`src/rtl/lpci_xlate_pkg.sv`:
```
package lpci_xlate_pkg;
  localparam int LA_W     = 32;              // local / PCI address width
  localparam int MIN_SH   = 20;              // log2 of smallest memory window
  localparam int HI_W     = LA_W - MIN_SH;   // compared upper bits
  localparam int MAX_CODE = HI_W - 1;        // largest defined size code
  localparam int IO_SH    = 24;              // log2 of the fixed I/O window
  localparam int IO_HI_W  = LA_W - IO_SH;
  localparam int CT_W     = 3;

  localparam logic [CT_W-1:0] CT_IO = 3'b001;

  typedef struct packed {
    logic [HI_W-1:0] base_hi;
    logic [3:0]      size;
    logic            pref;
    logic            en;
    logic [HI_W-1:0] map_hi;
    logic [CT_W-1:0] ctype;
    logic            adlow;
  } mem_cfg_t;

  typedef struct packed {
    logic [IO_HI_W-1:0] base_hi;
    logic               en;
    logic [IO_HI_W-1:0] map_hi;
  } io_cfg_t;

  typedef struct packed {
    logic            hit;
    logic [LA_W-1:0] pci;
    logic [CT_W-1:0] ctype;
    logic            pref;
  } win_res_t;
endpackage

```
`src/rtl/lpci_win_regs.sv`:
```
module lpci_win_regs
  import lpci_xlate_pkg::*;
#(
  parameter int NUM_MEM_WIN = 2,
  parameter int REG_W       = $clog2(2*NUM_MEM_WIN+2)
) (
  input  logic             clk,
  input  logic             rst,
  input  logic             we,
  input  logic [REG_W-1:0] addr,
  input  logic [LA_W-1:0]  wdata,
  output logic [LA_W-1:0]  rdata,
  output mem_cfg_t         mem_cfg [NUM_MEM_WIN],
  output io_cfg_t          io_cfg
);
  localparam int IO_BASE_IDX = 2*NUM_MEM_WIN;
  localparam int IO_MAP_IDX  = 2*NUM_MEM_WIN + 1;

  mem_cfg_t   cfg_q  [NUM_MEM_WIN];
  logic [1:0] swap_q [NUM_MEM_WIN];
  io_cfg_t    io_q;
  logic [1:0] io_swap_q;

  logic wr_unused;
  assign wr_unused = ^{wdata[MIN_SH-1:10], wdata[2:1]};

  always_ff @(posedge clk) begin
    if (rst) begin
      for (int w = 0; w < NUM_MEM_WIN; w++) begin
        cfg_q[w]  <= '0;
        swap_q[w] <= '0;
      end
      io_q      <= '0;
      io_swap_q <= '0;
    end else if (we) begin
      for (int w = 0; w < NUM_MEM_WIN; w++) begin
        if (addr == REG_W'(2*w)) begin
          cfg_q[w].base_hi <= wdata[LA_W-1:MIN_SH];
          swap_q[w]        <= wdata[9:8];
          cfg_q[w].size    <= wdata[7:4];
          cfg_q[w].pref    <= wdata[3];
          cfg_q[w].en      <= wdata[0];
        end
        if (addr == REG_W'(2*w+1)) begin
          cfg_q[w].map_hi <= wdata[HI_W+3:4];
          cfg_q[w].ctype  <= wdata[3:1];
          cfg_q[w].adlow  <= wdata[0];
        end
      end
      if (addr == REG_W'(IO_BASE_IDX)) begin
        io_q.base_hi <= wdata[15:8];
        io_swap_q    <= wdata[7:6];
        io_q.en      <= wdata[0];
      end
      if (addr == REG_W'(IO_MAP_IDX)) io_q.map_hi <= wdata[15:8];
    end
  end

  always_ff @(posedge clk) begin
    if (rst) rdata <= '0;
    else begin
      rdata <= '0;
      for (int w = 0; w < NUM_MEM_WIN; w++) begin
        if (addr == REG_W'(2*w))
          rdata <= {cfg_q[w].base_hi, 10'b0, swap_q[w], cfg_q[w].size,
                    cfg_q[w].pref, 2'b0, cfg_q[w].en};
        if (addr == REG_W'(2*w+1))
          rdata <= {16'b0, cfg_q[w].map_hi, cfg_q[w].ctype, cfg_q[w].adlow};
      end
      if (addr == REG_W'(IO_BASE_IDX))
        rdata <= {16'b0, io_q.base_hi, io_swap_q, 5'b0, io_q.en};
      if (addr == REG_W'(IO_MAP_IDX))
        rdata <= {16'b0, io_q.map_hi, 8'b0};
    end
  end

  assign mem_cfg = cfg_q;
  assign io_cfg  = io_q;

  AST_UNMAPPED_READS_ZERO: assert property (@(posedge clk) disable iff (rst)
    (addr > REG_W'(IO_MAP_IDX)) |=> (rdata == '0));
endmodule

```
`src/rtl/lpci_mem_win.sv`:
```
module lpci_mem_win
  import lpci_xlate_pkg::*;
(
  input  logic [LA_W-1:0] addr,
  input  mem_cfg_t        cfg,
  output win_res_t        res
);
  logic [HI_W-1:0] keep_mask;
  logic            size_ok;
  logic [HI_W-1:0] pci_hi;

  always_comb begin
    size_ok   = (cfg.size <= 4'(MAX_CODE));
    keep_mask = {HI_W{1'b1}} << cfg.size;
    pci_hi    = (cfg.map_hi & keep_mask) | (addr[LA_W-1:MIN_SH] & ~keep_mask);
    res.hit   = cfg.en && size_ok &&
                (((addr[LA_W-1:MIN_SH] ^ cfg.base_hi) & keep_mask) == '0);
    res.pci   = {pci_hi, addr[MIN_SH-1:2], cfg.adlow ? addr[1:0] : 2'b00};
    res.ctype = cfg.ctype;
    res.pref  = cfg.pref;
  end
endmodule

```
`src/rtl/lpci_io_win.sv`:
```
module lpci_io_win
  import lpci_xlate_pkg::*;
(
  input  logic [LA_W-1:0] addr,
  input  io_cfg_t         cfg,
  output win_res_t        res
);
  always_comb begin
    res.hit   = cfg.en && (addr[LA_W-1:IO_SH] == cfg.base_hi);
    res.pci   = {cfg.map_hi, addr[IO_SH-1:0]};
    res.ctype = CT_IO;
    res.pref  = 1'b0;
  end
endmodule

```
`src/rtl/lpci_prio_sel.sv`:
```
module lpci_prio_sel
  import lpci_xlate_pkg::*;
#(
  parameter int NUM_WIN = 3,
  parameter int IDX_W   = $clog2(NUM_WIN)
) (
  input  win_res_t         res [NUM_WIN],
  output win_res_t         sel,
  output logic [IDX_W-1:0] sel_idx
);
  always_comb begin
    sel     = '0;
    sel_idx = '0;
    for (int w = NUM_WIN - 1; w >= 0; w--) begin
      if (res[w].hit) begin
        sel     = res[w];
        sel_idx = IDX_W'(w);
      end
    end
  end
endmodule

```
`src/rtl/lpci_xlate.sv`:
```
module lpci_xlate
  import lpci_xlate_pkg::*;
#(
  parameter int NUM_MEM_WIN = 2,
  parameter int NUM_WIN     = NUM_MEM_WIN + 1,
  parameter int IDX_W       = $clog2(NUM_WIN),
  parameter int REG_W       = $clog2(2*NUM_WIN)
) (
  input  logic             clk,
  input  logic             rst,
  input  logic             reg_we,
  input  logic [REG_W-1:0] reg_addr,
  input  logic [LA_W-1:0]  reg_wdata,
  output logic [LA_W-1:0]  reg_rdata,
  input  logic             xl_valid,
  input  logic [LA_W-1:0]  xl_addr,
  output logic             out_valid,
  output logic             out_hit,
  output logic             out_miss,
  output logic [IDX_W-1:0] out_win,
  output logic [LA_W-1:0]  out_pci_addr,
  output logic [CT_W-1:0]  out_ctype,
  output logic             out_pref
);
  mem_cfg_t         mem_cfg [NUM_MEM_WIN];
  io_cfg_t          io_cfg;
  win_res_t         res     [NUM_WIN];
  win_res_t         sel;
  logic [IDX_W-1:0] sel_idx;

  lpci_win_regs #(.NUM_MEM_WIN(NUM_MEM_WIN), .REG_W(REG_W)) regs_i (
    .clk(clk), .rst(rst), .we(reg_we), .addr(reg_addr), .wdata(reg_wdata),
    .rdata(reg_rdata), .mem_cfg(mem_cfg), .io_cfg(io_cfg)
  );

  for (genvar w = 0; w < NUM_MEM_WIN; w++) begin : g_mem
    lpci_mem_win mem_i (.addr(xl_addr), .cfg(mem_cfg[w]), .res(res[w]));
  end

  lpci_io_win io_i (.addr(xl_addr), .cfg(io_cfg), .res(res[NUM_MEM_WIN]));

  lpci_prio_sel #(.NUM_WIN(NUM_WIN), .IDX_W(IDX_W)) prio_i (
    .res(res), .sel(sel), .sel_idx(sel_idx)
  );

  always_ff @(posedge clk) begin
    if (rst || !xl_valid) begin
      out_valid    <= 1'b0;
      out_hit      <= 1'b0;
      out_miss     <= 1'b0;
      out_win      <= '0;
      out_pci_addr <= '0;
      out_ctype    <= '0;
      out_pref     <= 1'b0;
    end else begin
      out_valid    <= 1'b1;
      out_hit      <= sel.hit;
      out_miss     <= !sel.hit;
      out_win      <= sel_idx;
      out_pci_addr <= sel.pci;
      out_ctype    <= sel.ctype;
      out_pref     <= sel.pref;
    end
  end

  AST_RESULT_LATENCY: assert property (@(posedge clk) disable iff (rst)
    xl_valid |=> out_valid);
  AST_HIT_XOR_MISS: assert property (@(posedge clk) disable iff (rst)
    out_valid |-> (out_hit != out_miss));
  AST_IDLE_QUIET: assert property (@(posedge clk) disable iff (rst)
    !out_valid |-> !out_hit && !out_miss);
  AST_MISS_ZERO: assert property (@(posedge clk) disable iff (rst)
    out_miss |-> (out_pci_addr == '0) && (out_ctype == '0) && !out_pref);
  AST_OFFSET_PASS: assert property (@(posedge clk) disable iff (rst)
    out_hit |-> out_pci_addr[MIN_SH-1:2] == $past(xl_addr[MIN_SH-1:2]));
  AST_IO_WINDOW: assert property (@(posedge clk) disable iff (rst)
    (out_hit && out_win == IDX_W'(NUM_MEM_WIN)) |->
      (out_ctype == CT_IO) && !out_pref &&
      (out_pci_addr[IO_SH-1:0] == $past(xl_addr[IO_SH-1:0])));
endmodule

```
`config.mk`:
```
export PLATFORM = sky130hd
export DESIGN_NAME = lpci_xlate
export DESIGN_NICKNAME = d
export VERILOG_FILES = /design/src/rtl/lpci_xlate_pkg.sv /design/src/rtl/lpci_win_regs.sv /design/src/rtl/lpci_mem_win.sv /design/src/rtl/lpci_io_win.sv /design/src/rtl/lpci_prio_sel.sv /design/src/rtl/lpci_xlate.sv
export SDC_FILE = /design/constraint.sdc
export NUM_CORES = 1
export LEC_CHECK = 0
export ABC_CLOCK_PERIOD_IN_PS = 3000
export CORE_ASPECT_RATIO = 1.1
export CORE_UTILIZATION = 53
export CTS_BUF_LIST = sky130_fd_sc_hd__clkbuf_4
export CTS_CLUSTER_DIAMETER = 30
export DETAILED_ROUTE_END_ITERATION = 8
export PLACE_DENSITY = 0.95
export SLEW_MARGIN = 20
export SYNTH_ARGS = -nofsm -noshare
export SYNTH_HDL_FRONTEND = slang
export SYNTH_SLANG_ARGS = --single-unit
```
`constraint.sdc`:
```
create_clock -name clk -period 3 [get_ports clk]
set_input_delay 0.3 -clock clk [delete_from_list [all_inputs] [get_ports clk]]
set_output_delay 0.3 -clock clk [all_outputs]
set_load 0.01 [all_outputs]
```
==> report_table.html, run 1 <==
<table>
<tr><th>Metric</th><th>Value</th></tr>
<tr><th colspan="2">Cells and area</th></tr>
<tr><td>Final standard cell count with taps included and fillers excluded</td><td>about 1100</td></tr>
<tr><td>Net total in the final layout</td><td>approximately 970</td></tr>
<tr><td>Filler Cells Inserted</td><td>between 800 and 900</td></tr>
<tr><td>Layout area overhead</td><td>28.4%</td></tr>
<tr><td>Proportion of layout cells with a drive suffix above 1</td><td>0.106</td></tr>
<tr><th colspan="2">Worst setup path</th></tr>
<tr><td>Data arrival time of the critical path</td><td>roughly 3200 ps</td></tr>
<tr><td>Endpoint class of the critical path</td><td>flop</td></tr>
<tr><td>R2r startpoint</td><td>regs_i.mem_cfg[53]</td></tr>
<tr><td>R2r setup slk</td><td>roughly 270 ps</td></tr>
<tr><td>Reg2Reg Depth</td><td>8</td></tr>
<tr><td>Highest net fanout along the worst path</td><td>19</td></tr>
<tr><td>Required time at the endpoint of the critical path</td><td>3440 ps</td></tr>
<tr><td>Endpoint of the worst register-to-register path</td><td>out_pci_addr[10]</td></tr>
<tr><td>Category of the worst setup path launch point</td><td>flop</td></tr>
<tr><td>Category of the most critical setup path</td><td>flop to flop</td></tr>
<tr><th colspan="2">Timing</th></tr>
<tr><td>Final hold slack</td><td>~210 ps</td></tr>
<tr><td>Share of the cycle needed by the critical path after routing</td><td>0.912</td></tr>
<tr><td>Final critical delay including setup and external delays</td><td>between 2000 and 3000 ps</td></tr>
<tr><td>Hold violation count in the final report</td><td>0</td></tr>
<tr><td>Worst relative slew slack</td><td>0.458</td></tr>
<tr><td>RSZ-0062 raised after global routing</td><td>false</td></tr>
<tr><td>Fmax</td><td>approximately 370 MHz</td></tr>
<tr><td>Sum Neg Setup Slack</td><td>0 ps</td></tr>
<tr><td>Worst Max-Slew Pin Slew</td><td>809 ps</td></tr>
<tr><td>Final Slew Violations</td><td>0</td></tr>
<tr><td>Worst clock skew</td><td>about 23 ps</td></tr>
<tr><td>Total setup violations reported at the end of the flow</td><td>0</td></tr>
<tr><th colspan="2">Clocking</th></tr>
<tr><td>Clock latency at the later pin of the worst-skew pair</td><td>560 ps</td></tr>
<tr><td>Root buffer selected by CTS</td><td>sky130_fd_sc_hd__clkbuf_4</td></tr>
<tr><td>Num Clock Sinks</td><td>160</td></tr>
<tr><td>Clock tree from TritonCTS</td><td>done</td></tr>
<tr><td>Largest buffer count on any clock path</td><td>2</td></tr>
<tr><td>Clock-pin slew reported for the worst setup and hold paths after clock tree synthesis</td><td>between 100 and 150 ps</td></tr>
<tr><td># H-tree levels</td><td>4</td></tr>
<tr><td>Total setup buffers inserted after CTS</td><td>0</td></tr>
<tr><td>CTS-repair resized insts</td><td>0</td></tr>
<tr><td>Hold-fix buffers at CTS</td><td>0</td></tr>
<tr><td>TritonCTS buffer count</td><td>17</td></tr>
<tr><th colspan="2">Synth</th></tr>
<tr><td>Number of instances in the synthesized netlist</td><td>between 700 and 800</td></tr>
<tr><td>Share of flip-flops with an asynchronous set or reset</td><td>0</td></tr>
<tr><td>Main area contributors after synthesis</td><td>sky130_fd_sc_hd__dfxtp_1 46%, sky130_fd_sc_hd__nand2_1 8.2%, sky130_fd_sc_hd__mux2i_1 5.8%</td></tr>
<tr><td>Total standard cell area after synthesis</td><td>6760 sq um</td></tr>
<tr><td>Fraction of the yosys area taken by sequential cells</td><td>0.480</td></tr>
<tr><td>Ys Warns</td><td>0</td></tr>
<tr><td>Post-synth top area cell</td><td>sky130_fd_sc_hd__dfxtp_1</td></tr>
<tr><td>Flip-flop cell with the highest count after synthesis</td><td>sky130_fd_sc_hd__dfxtp_1</td></tr>
<tr><td>Mean area per synthesized cell</td><td>between 8 and 9 sq um</td></tr>
<tr><td>Share of Yosys cell area claimed by the top area cell type</td><td>0.462</td></tr>
<tr><td>Yosys cell types</td><td>between 50 and 60</td></tr>
<tr><td>Number of synthesized flops with an enable pin</td><td>4</td></tr>
<tr><td>Register bit total from synthesis</td><td>160</td></tr>
<tr><th colspan="2">Floorplan</th></tr>
<tr><td>Effective utilization at floorplan</td><td>0.552</td></tr>
<tr><td>Core Region</td><td>~12000 sq um</td></tr>
<tr><td>Die Area</td><td>roughly 13000 sq um</td></tr>
<tr><td>Horizontal extent of the die</td><td>roughly 110 um</td></tr>
<tr><td>Row cnt</td><td>42</td></tr>
<tr><td>I/O pin count</td><td>about 140</td></tr>
<tr><td>Vertical die dimension</td><td>~120 um</td></tr>
<tr><th colspan="2">Job</th></tr>
<tr><td>Total of max-cap violations</td><td>0</td></tr>
<tr><th colspan="2">Global route</th></tr>
<tr><td>Vias in the first global route</td><td>between 6000 and 7000</td></tr>
<tr><td>Global-route wire length before repair</td><td>roughly 32000 um</td></tr>
<tr><td>Highest-utilization routing layer at the global route stage</td><td>met2</td></tr>
<tr><td>Met1 track utilization from global routing</td><td>0.410</td></tr>
<tr><td>Overflow left after global routing</td><td>0</td></tr>
<tr><td>Number of antenna violations at the first check in global routing</td><td>1</td></tr>
<tr><td>Overall global routing resource usage</td><td>0.324</td></tr>
<tr><td>GR Util met2</td><td>0.517</td></tr>
<tr><td>Maximum number of pins on one net before global-route repair</td><td>34</td></tr>
<tr><td>Global routing met3 resource utilization</td><td>0.0739</td></tr>
<tr><th colspan="2">Min path</th></tr>
<tr><td>HP Class</td><td>input port to flop</td></tr>
<tr><td>Worst hold stages</td><td>2</td></tr>
<tr><td>Hold_sp</td><td>rst</td></tr>
<tr><td>Sink of the worst hold path</td><td>regs_i.mem_cfg[2]</td></tr>
<tr><th colspan="2">Power</th></tr>
<tr><td>Standby leakage power</td><td>about 3.3 nW</td></tr>
<tr><td>Power per cell area</td><td>roughly 470 nW/um^2</td></tr>
<tr><td>VDD IR-drop max</td><td>around 0.39 mV</td></tr>
<tr><th colspan="2">Detailed routing</th></tr>
<tr><td>Count of antenna-violating nets left after detailed routing</td><td>0</td></tr>
<tr><td>Routed Wire Length</td><td>around 21000 um</td></tr>
<tr><td>Vias</td><td>approximately 6400</td></tr>
<tr><td>Detailed Route Iter0 Violations</td><td>812</td></tr>
<tr><td>Average wire per standard cell</td><td>about 20 um</td></tr>
<tr><td>DRC errors left</td><td>0</td></tr>
<tr><td>DRT Pass-1 Iters</td><td>6</td></tr>
<tr><td>Vias per Instance</td><td>6.01</td></tr>
<tr><th colspan="2">Place</th></tr>
<tr><td>DP HPWL</td><td>14800 um</td></tr>
<tr><td>Number of buffers added on ports</td><td>roughly 140</td></tr>
<tr><td>Placed instance count</td><td>1030</td></tr>
<tr><td>Final GP Congestion</td><td>around 0.96</td></tr>
<tr><th colspan="2">Run status</th></tr>
<tr><td>Outcome</td><td>completed</td></tr>
</table>
routing by layer:
metal,part of all wire,vias up
met5,0,-
met3,0.097,82
met1,0.39,2949
met4,0.044,0
met2,0.47,434
li1,-,2924
cells in the final DEF, fill, tap and decap left out, types with 4 or more instances in the layout:
cell type and n:
sky130_fd_sc_hd__dfxtp_1 156, sky130_fd_sc_hd__nand2_1 148, sky130_fd_sc_hd__clkdlybuf4s50_1 133, sky130_fd_sc_hd__a21oi_1 67, sky130_fd_sc_hd__nor2_1 59, sky130_fd_sc_hd__mux2i_1 39, sky130_fd_sc_hd__buf_4 39, sky130_fd_sc_hd__a22o_1 37
sky130_fd_sc_hd__a31oi_1 18, sky130_fd_sc_hd__xor2_1 18, sky130_fd_sc_hd__clkbuf_4 17, sky130_fd_sc_hd__nor3_1 15, sky130_fd_sc_hd__xnor2_1 14, sky130_fd_sc_hd__nand3_1 13, sky130_fd_sc_hd__mux2_2 11, sky130_fd_sc_hd__o22ai_1 9
sky130_fd_sc_hd__o21ai_0 9, sky130_fd_sc_hd__a22oi_1 9, sky130_fd_sc_hd__nor4_1 8, sky130_fd_sc_hd__inv_6 8, sky130_fd_sc_hd__inv_1 5, sky130_fd_sc_hd__and2_1 4, sky130_fd_sc_hd__and3_1 4, sky130_fd_sc_hd__nand4_1 4
sky130_fd_sc_hd__mux4_2 4, sky130_fd_sc_hd__conb_1 4, sky130_fd_sc_hd__bufinv_16 4, sky130_fd_sc_hd__edfxtp_1 4
how the worst max path moves through the flow:
stage,start,depth (start not counted),end,slack [ps]
floorplan,regs_i.mem_cfg[18],9,out_pci_addr[1],860
global placement,xl_addr[25],10,out_pci_addr[0],260
detailed placement,xl_addr[25],9,out_pci_addr[10],240
CTS,regs_i.mem_cfg[53],8,out_pci_addr[10],390
global route,regs_i.mem_cfg[54],8,out_pci_addr[10],220
finish,regs_i.mem_cfg[53],8,out_pci_addr[10],270
Yosys cell counts, drive strengths merged, types with 4 or more instances:
cell / number
a22o: 37
mux2: 11
nand2: 148
nor4: 8
xnor2: 14
nor2: 59
a21oi: 67
nand4: 4
dfxtp: 156
clkbuf: 41
nor3: 18
inv: 5
nand3: 13
buf: 19
and2: 4
edfxtp: 4
and3: 4
xor2: 18
mux2i: 39
a22oi: 9
o21ai: 9
a31oi: 18
o22ai: 9
mux4: 4
cell families (layout without fill, tap and decap cells):
| logic type | count (synthesis) | in the layout | synth area share |
|---|---|---|---|
| simple gates | 274 | 274 | 0.178 |
| other cells | 1 | 5 | 0.000555 |
| flops | 160 | 160 | 0.480 |
| buf+inv | 66 | 212 | 0.0426 |
| xor+xnor | 32 | 32 | 0.0415 |
| mux | 54 | 54 | 0.0894 |
| compound gates | 172 | 172 | 0.168 |
flip-flops by register name, summed over array words and instances, names as in the netlist, 2 cells and up:
register	flops
regs_i.rdata	28
out_pci_addr	32
regs_i.io_swap_q	2
out_ctype	3
regs_i.io_cfg	17
regs_i.swap_q	4
regs_i.mem_cfg	68
out_win	2
stage by stage:
| stage | power, mW | instance area (sq um) | worst slack, ps | utilization |
|---|---|---|---|---|
| finish | 4.12 | 8680 | 265 | 0.709 |
| global route | 4.26 | 8680 | 216 | 0.709 |
| CTS | 4.11 | 8680 | 395 | 0.709 |
| detailed placement | 2.64 | 8340 | 240 | 0.681 |
| global placement | 2.63 | 8340 | 264 | 0.681 |
| floorplan | 2.44 | 6770 | 863 | - |
power breakdown:
| part | leakage, nW | internal, mW | switching, mW |
|---|---|---|---|
| Clock | 0.181 | 0.688 | 0.823 |
| Combinational | 1.81 | 0.186 | 0.224 |
| Sequential | 1.30 | 2.17 | 0.0317 |
critical path, stage by stage, from the launching register on:
cell and delay, ps:
sky130_fd_sc_hd__dfxtp_1 450, sky130_fd_sc_hd__or2_2 330, sky130_fd_sc_hd__o21ai_0 440, sky130_fd_sc_hd__a22oi_1 250, sky130_fd_sc_hd__and3_1 310, sky130_fd_sc_hd__buf_4 200
sky130_fd_sc_hd__nor3_2 270, sky130_fd_sc_hd__buf_4 290, sky130_fd_sc_hd__nor2_1 90
layout make-up:
type,count,area [sq um],share of cell area
Multi-Input combinational cell,536,3250,0.374
Clock inverter,15,214,0.0246
Timing Repair Buffer,174,1630,0.188
Inverter,6,22.5,0.00259
Sequential cell,160,3240,0.373
Antenna cell,1,2.50,0.000288
Clock buffer,17,128,0.0147
Tap cell,154,193,0.0222
No activity file was read; power rests on OpenSTA's default activity.
==> inputs of run 2 (changes only) <==
RECOVER_POWER = 100   (was default)
REMOVE_ABC_BUFFERS = 1   (was default)
==> report_table.html, run 2 (synthesis results as in run 1) <==
<table>
<tr><th>Metric</th><th>Value</th></tr>
<tr><th colspan="2">Global route</th></tr>
<tr><td>Overflow left after global routing</td><td>0</td></tr>
<tr><td>Maximum number of pins on one net before global-route repair</td><td>62</td></tr>
<tr><td>Overall global routing resource usage</td><td>0.341</td></tr>
<tr><td>Global-route wire length before repair</td><td>33700 um</td></tr>
<tr><td>Vias in the first global route</td><td>~6500</td></tr>
<tr><td>Number of antenna violations at the first check in global routing</td><td>0</td></tr>
<tr><th colspan="2">Timing</th></tr>
<tr><td>Hold violation count in the final report</td><td>0</td></tr>
<tr><td>Final critical delay including setup and external delays</td><td>2900 ps</td></tr>
<tr><td>Worst relative slew slack</td><td>0.127</td></tr>
<tr><td>RSZ-0062 raised after global routing</td><td>false</td></tr>
<tr><td>Fmax</td><td>345 MHz</td></tr>
<tr><td>Share of the cycle needed by the critical path after routing</td><td>0.966</td></tr>
<tr><td>Final Slew Violations</td><td>0</td></tr>
<tr><td>Worst clock skew</td><td>~24 ps</td></tr>
<tr><td>Sum Neg Setup Slack</td><td>0 ps</td></tr>
<tr><td>Worst Max-Slew Pin Slew</td><td>about 1300 ps</td></tr>
<tr><td>Total setup violations reported at the end of the flow</td><td>0</td></tr>
<tr><th colspan="2">Cells and area</th></tr>
<tr><td>Final standard cell count with taps included and fillers excluded</td><td>approximately 1100</td></tr>
<tr><td>Final cell utilization of the core</td><td>0.708</td></tr>
<tr><td>Final std cell area, no fill</td><td>a little under 9000 sq um</td></tr>
<tr><td>Commonest cells after routing, fill and taps aside</td><td>156 x sky130_fd_sc_hd__dfxtp_1, 148 x sky130_fd_sc_hd__nand2_1, 71 x sky130_fd_sc_hd__dlygate4sd3_1, 67 x sky130_fd_sc_hd__a21oi_1, 62 x sky130_fd_sc_hd__clkdlybuf4s50_1</td></tr>
<tr><td>Layout area overhead</td><td>28.3%</td></tr>
<tr><td>Final antenna diode count</td><td>0</td></tr>
<tr><td>Max reg flops</td><td>68</td></tr>
<tr><td>Proportion of layout cells with a drive suffix above 1</td><td>0.0978</td></tr>
<tr><td>Most common library cell in the layout ignoring fill and taps</td><td>sky130_fd_sc_hd__dfxtp_1</td></tr>
<tr><td>Net total in the final layout</td><td>978</td></tr>
<tr><th colspan="2">Clocking</th></tr>
<tr><td>Root buffer selected by CTS</td><td>sky130_fd_sc_hd__clkbuf_4</td></tr>
<tr><td># H-tree levels</td><td>4</td></tr>
<tr><td>Clock tree from TritonCTS</td><td>done</td></tr>
<tr><td>Largest buffer count on any clock path</td><td>2</td></tr>
<tr><td>Total setup buffers inserted after CTS</td><td>0</td></tr>
<tr><td>Hold-fix buffers at CTS</td><td>0</td></tr>
<tr><td>Clock-pin slew reported for the worst setup and hold paths after clock tree synthesis</td><td>roughly 150 ps</td></tr>
<tr><td>Clock latency at the later pin of the worst-skew pair</td><td>~570 ps</td></tr>
<tr><td>TritonCTS buffer count</td><td>17</td></tr>
<tr><td>CTS-repair resized insts</td><td>0</td></tr>
<tr><td>Num Clock Sinks</td><td>160</td></tr>
<tr><th colspan="2">Power</th></tr>
<tr><td>Standby leakage power</td><td>about 3.5 nW</td></tr>
<tr><td>VDD IR-drop max</td><td>about 0.26 mV</td></tr>
<tr><td>Power per cell area</td><td>between 400 and 500 nW/um^2</td></tr>
<tr><td>PnR Total Power</td><td>4.00 mW</td></tr>
<tr><th colspan="2">Worst setup path</th></tr>
<tr><td>Category of the worst setup path launch point</td><td>input port</td></tr>
<tr><td>Category of the most critical setup path</td><td>input port to flop</td></tr>
<tr><td>Endpoint class of the critical path</td><td>flop</td></tr>
<tr><td>Highest net fanout along the worst path</td><td>20</td></tr>
<tr><td>Data arrival time of the critical path</td><td>3320 ps</td></tr>
<tr><td>Required time at the endpoint of the critical path</td><td>~3400 ps</td></tr>
<tr><th colspan="2">Floorplan</th></tr>
<tr><td>Vertical die dimension</td><td>roughly 120 um</td></tr>
<tr><td>Core Region</td><td>between 10000 and 15000 sq um</td></tr>
<tr><td>I/O pin count</td><td>144</td></tr>
<tr><td>Row cnt</td><td>42</td></tr>
<tr><td>Die Area</td><td>roughly 13000 sq um</td></tr>
<tr><td>Horizontal extent of the die</td><td>between 100 and 150 um</td></tr>
<tr><td>Effective utilization at floorplan</td><td>0.552</td></tr>
<tr><th colspan="2">Job</th></tr>
<tr><td>Total of max-cap violations</td><td>0</td></tr>
<tr><th colspan="2">Min path</th></tr>
<tr><td>HP Class</td><td>input port to flop</td></tr>
<tr><th colspan="2">Detailed routing</th></tr>
<tr><td>Routed Wire Length</td><td>21800 um</td></tr>
<tr><td>Vias per Instance</td><td>just over 6</td></tr>
<tr><td>DRC errors left</td><td>0</td></tr>
<tr><td>Detailed Route Iter0 Violations</td><td>approximately 860</td></tr>
<tr><td>Average wire per standard cell</td><td>20.3 um</td></tr>
<tr><td>Vias</td><td>~6700</td></tr>
<tr><td>DRT Pass-1 Iters</td><td>6</td></tr>
<tr><td>Count of antenna-violating nets left after detailed routing</td><td>0</td></tr>
<tr><th colspan="2">Run status</th></tr>
<tr><td>Outcome</td><td>completed</td></tr>
<tr><th colspan="2">Place</th></tr>
<tr><td>DP HPWL</td><td>approximately 16000 um</td></tr>
<tr><td>Final GP Congestion</td><td>approximately 1</td></tr>
<tr><td>Number of buffers added on ports</td><td>135</td></tr>
<tr><td>Placed instance count</td><td>roughly 1000</td></tr>
<tr><td>Instance area at placement</td><td>8450 sq um</td></tr>
</table>
## run 2: metrics by stage
step	hold WS [ps]	setup WS, ps
CTS	75.3	362
detailed placement	447	225
global placement	441	210
global route	98.7	67.5
floorplan	369	468
finish	98.2	101
## run 2: report_power, final
part           switching (mW)  internal [mW]
clock                   0.847          0.536
combinational           0.235          0.184
sequential             0.0322           2.17
total                    1.11           2.89
## run 2: area by class of cell
type	count	area, sq um
fillers	896	3570
flip-flops and latches	160	3240
multi-input cells	536	3230
repair buffers	186	1680
well taps	154	193
clock inverters	14	171
clock buffers	18	135
inverters	6	22.5
## run 2: per-layer routing
metal | share of wire | up-vias | track usage
met1 | 0.37 | 3079 | 0.420
met4 | 0.050 | 0 | 0.196
met3 | 0.12 | 105 | 0.0814
met5 | 0 | - | 0
li1 | - | 2968 | -
met2 | 0.46 | 504 | 0.541
## run 2: worst paths after layout
check / cells after the start / slack [ps] / endpoint / startpoint
max: 6 / 100 / regs_i.mem_cfg[34] / reg_addr[0]
min: 2 / 100 / regs_i.io_cfg[7] / rst
max reg2reg: 8 / 210 / out_pci_addr[11] / regs_i.mem_cfg[19]
min reg2reg: 2 / 490 / regs_i.mem_cfg[49] / regs_i.mem_cfg[49]
## run 2: critical path: stages
cell	delay, ps
sky130_fd_sc_hd__dlygate4sd3_1	670
sky130_fd_sc_hd__clkbuf_1	990
sky130_fd_sc_hd__nand3b_1	640
sky130_fd_sc_hd__clkbuf_1	450
sky130_fd_sc_hd__nand2_1	180
sky130_fd_sc_hd__a21oi_1	80
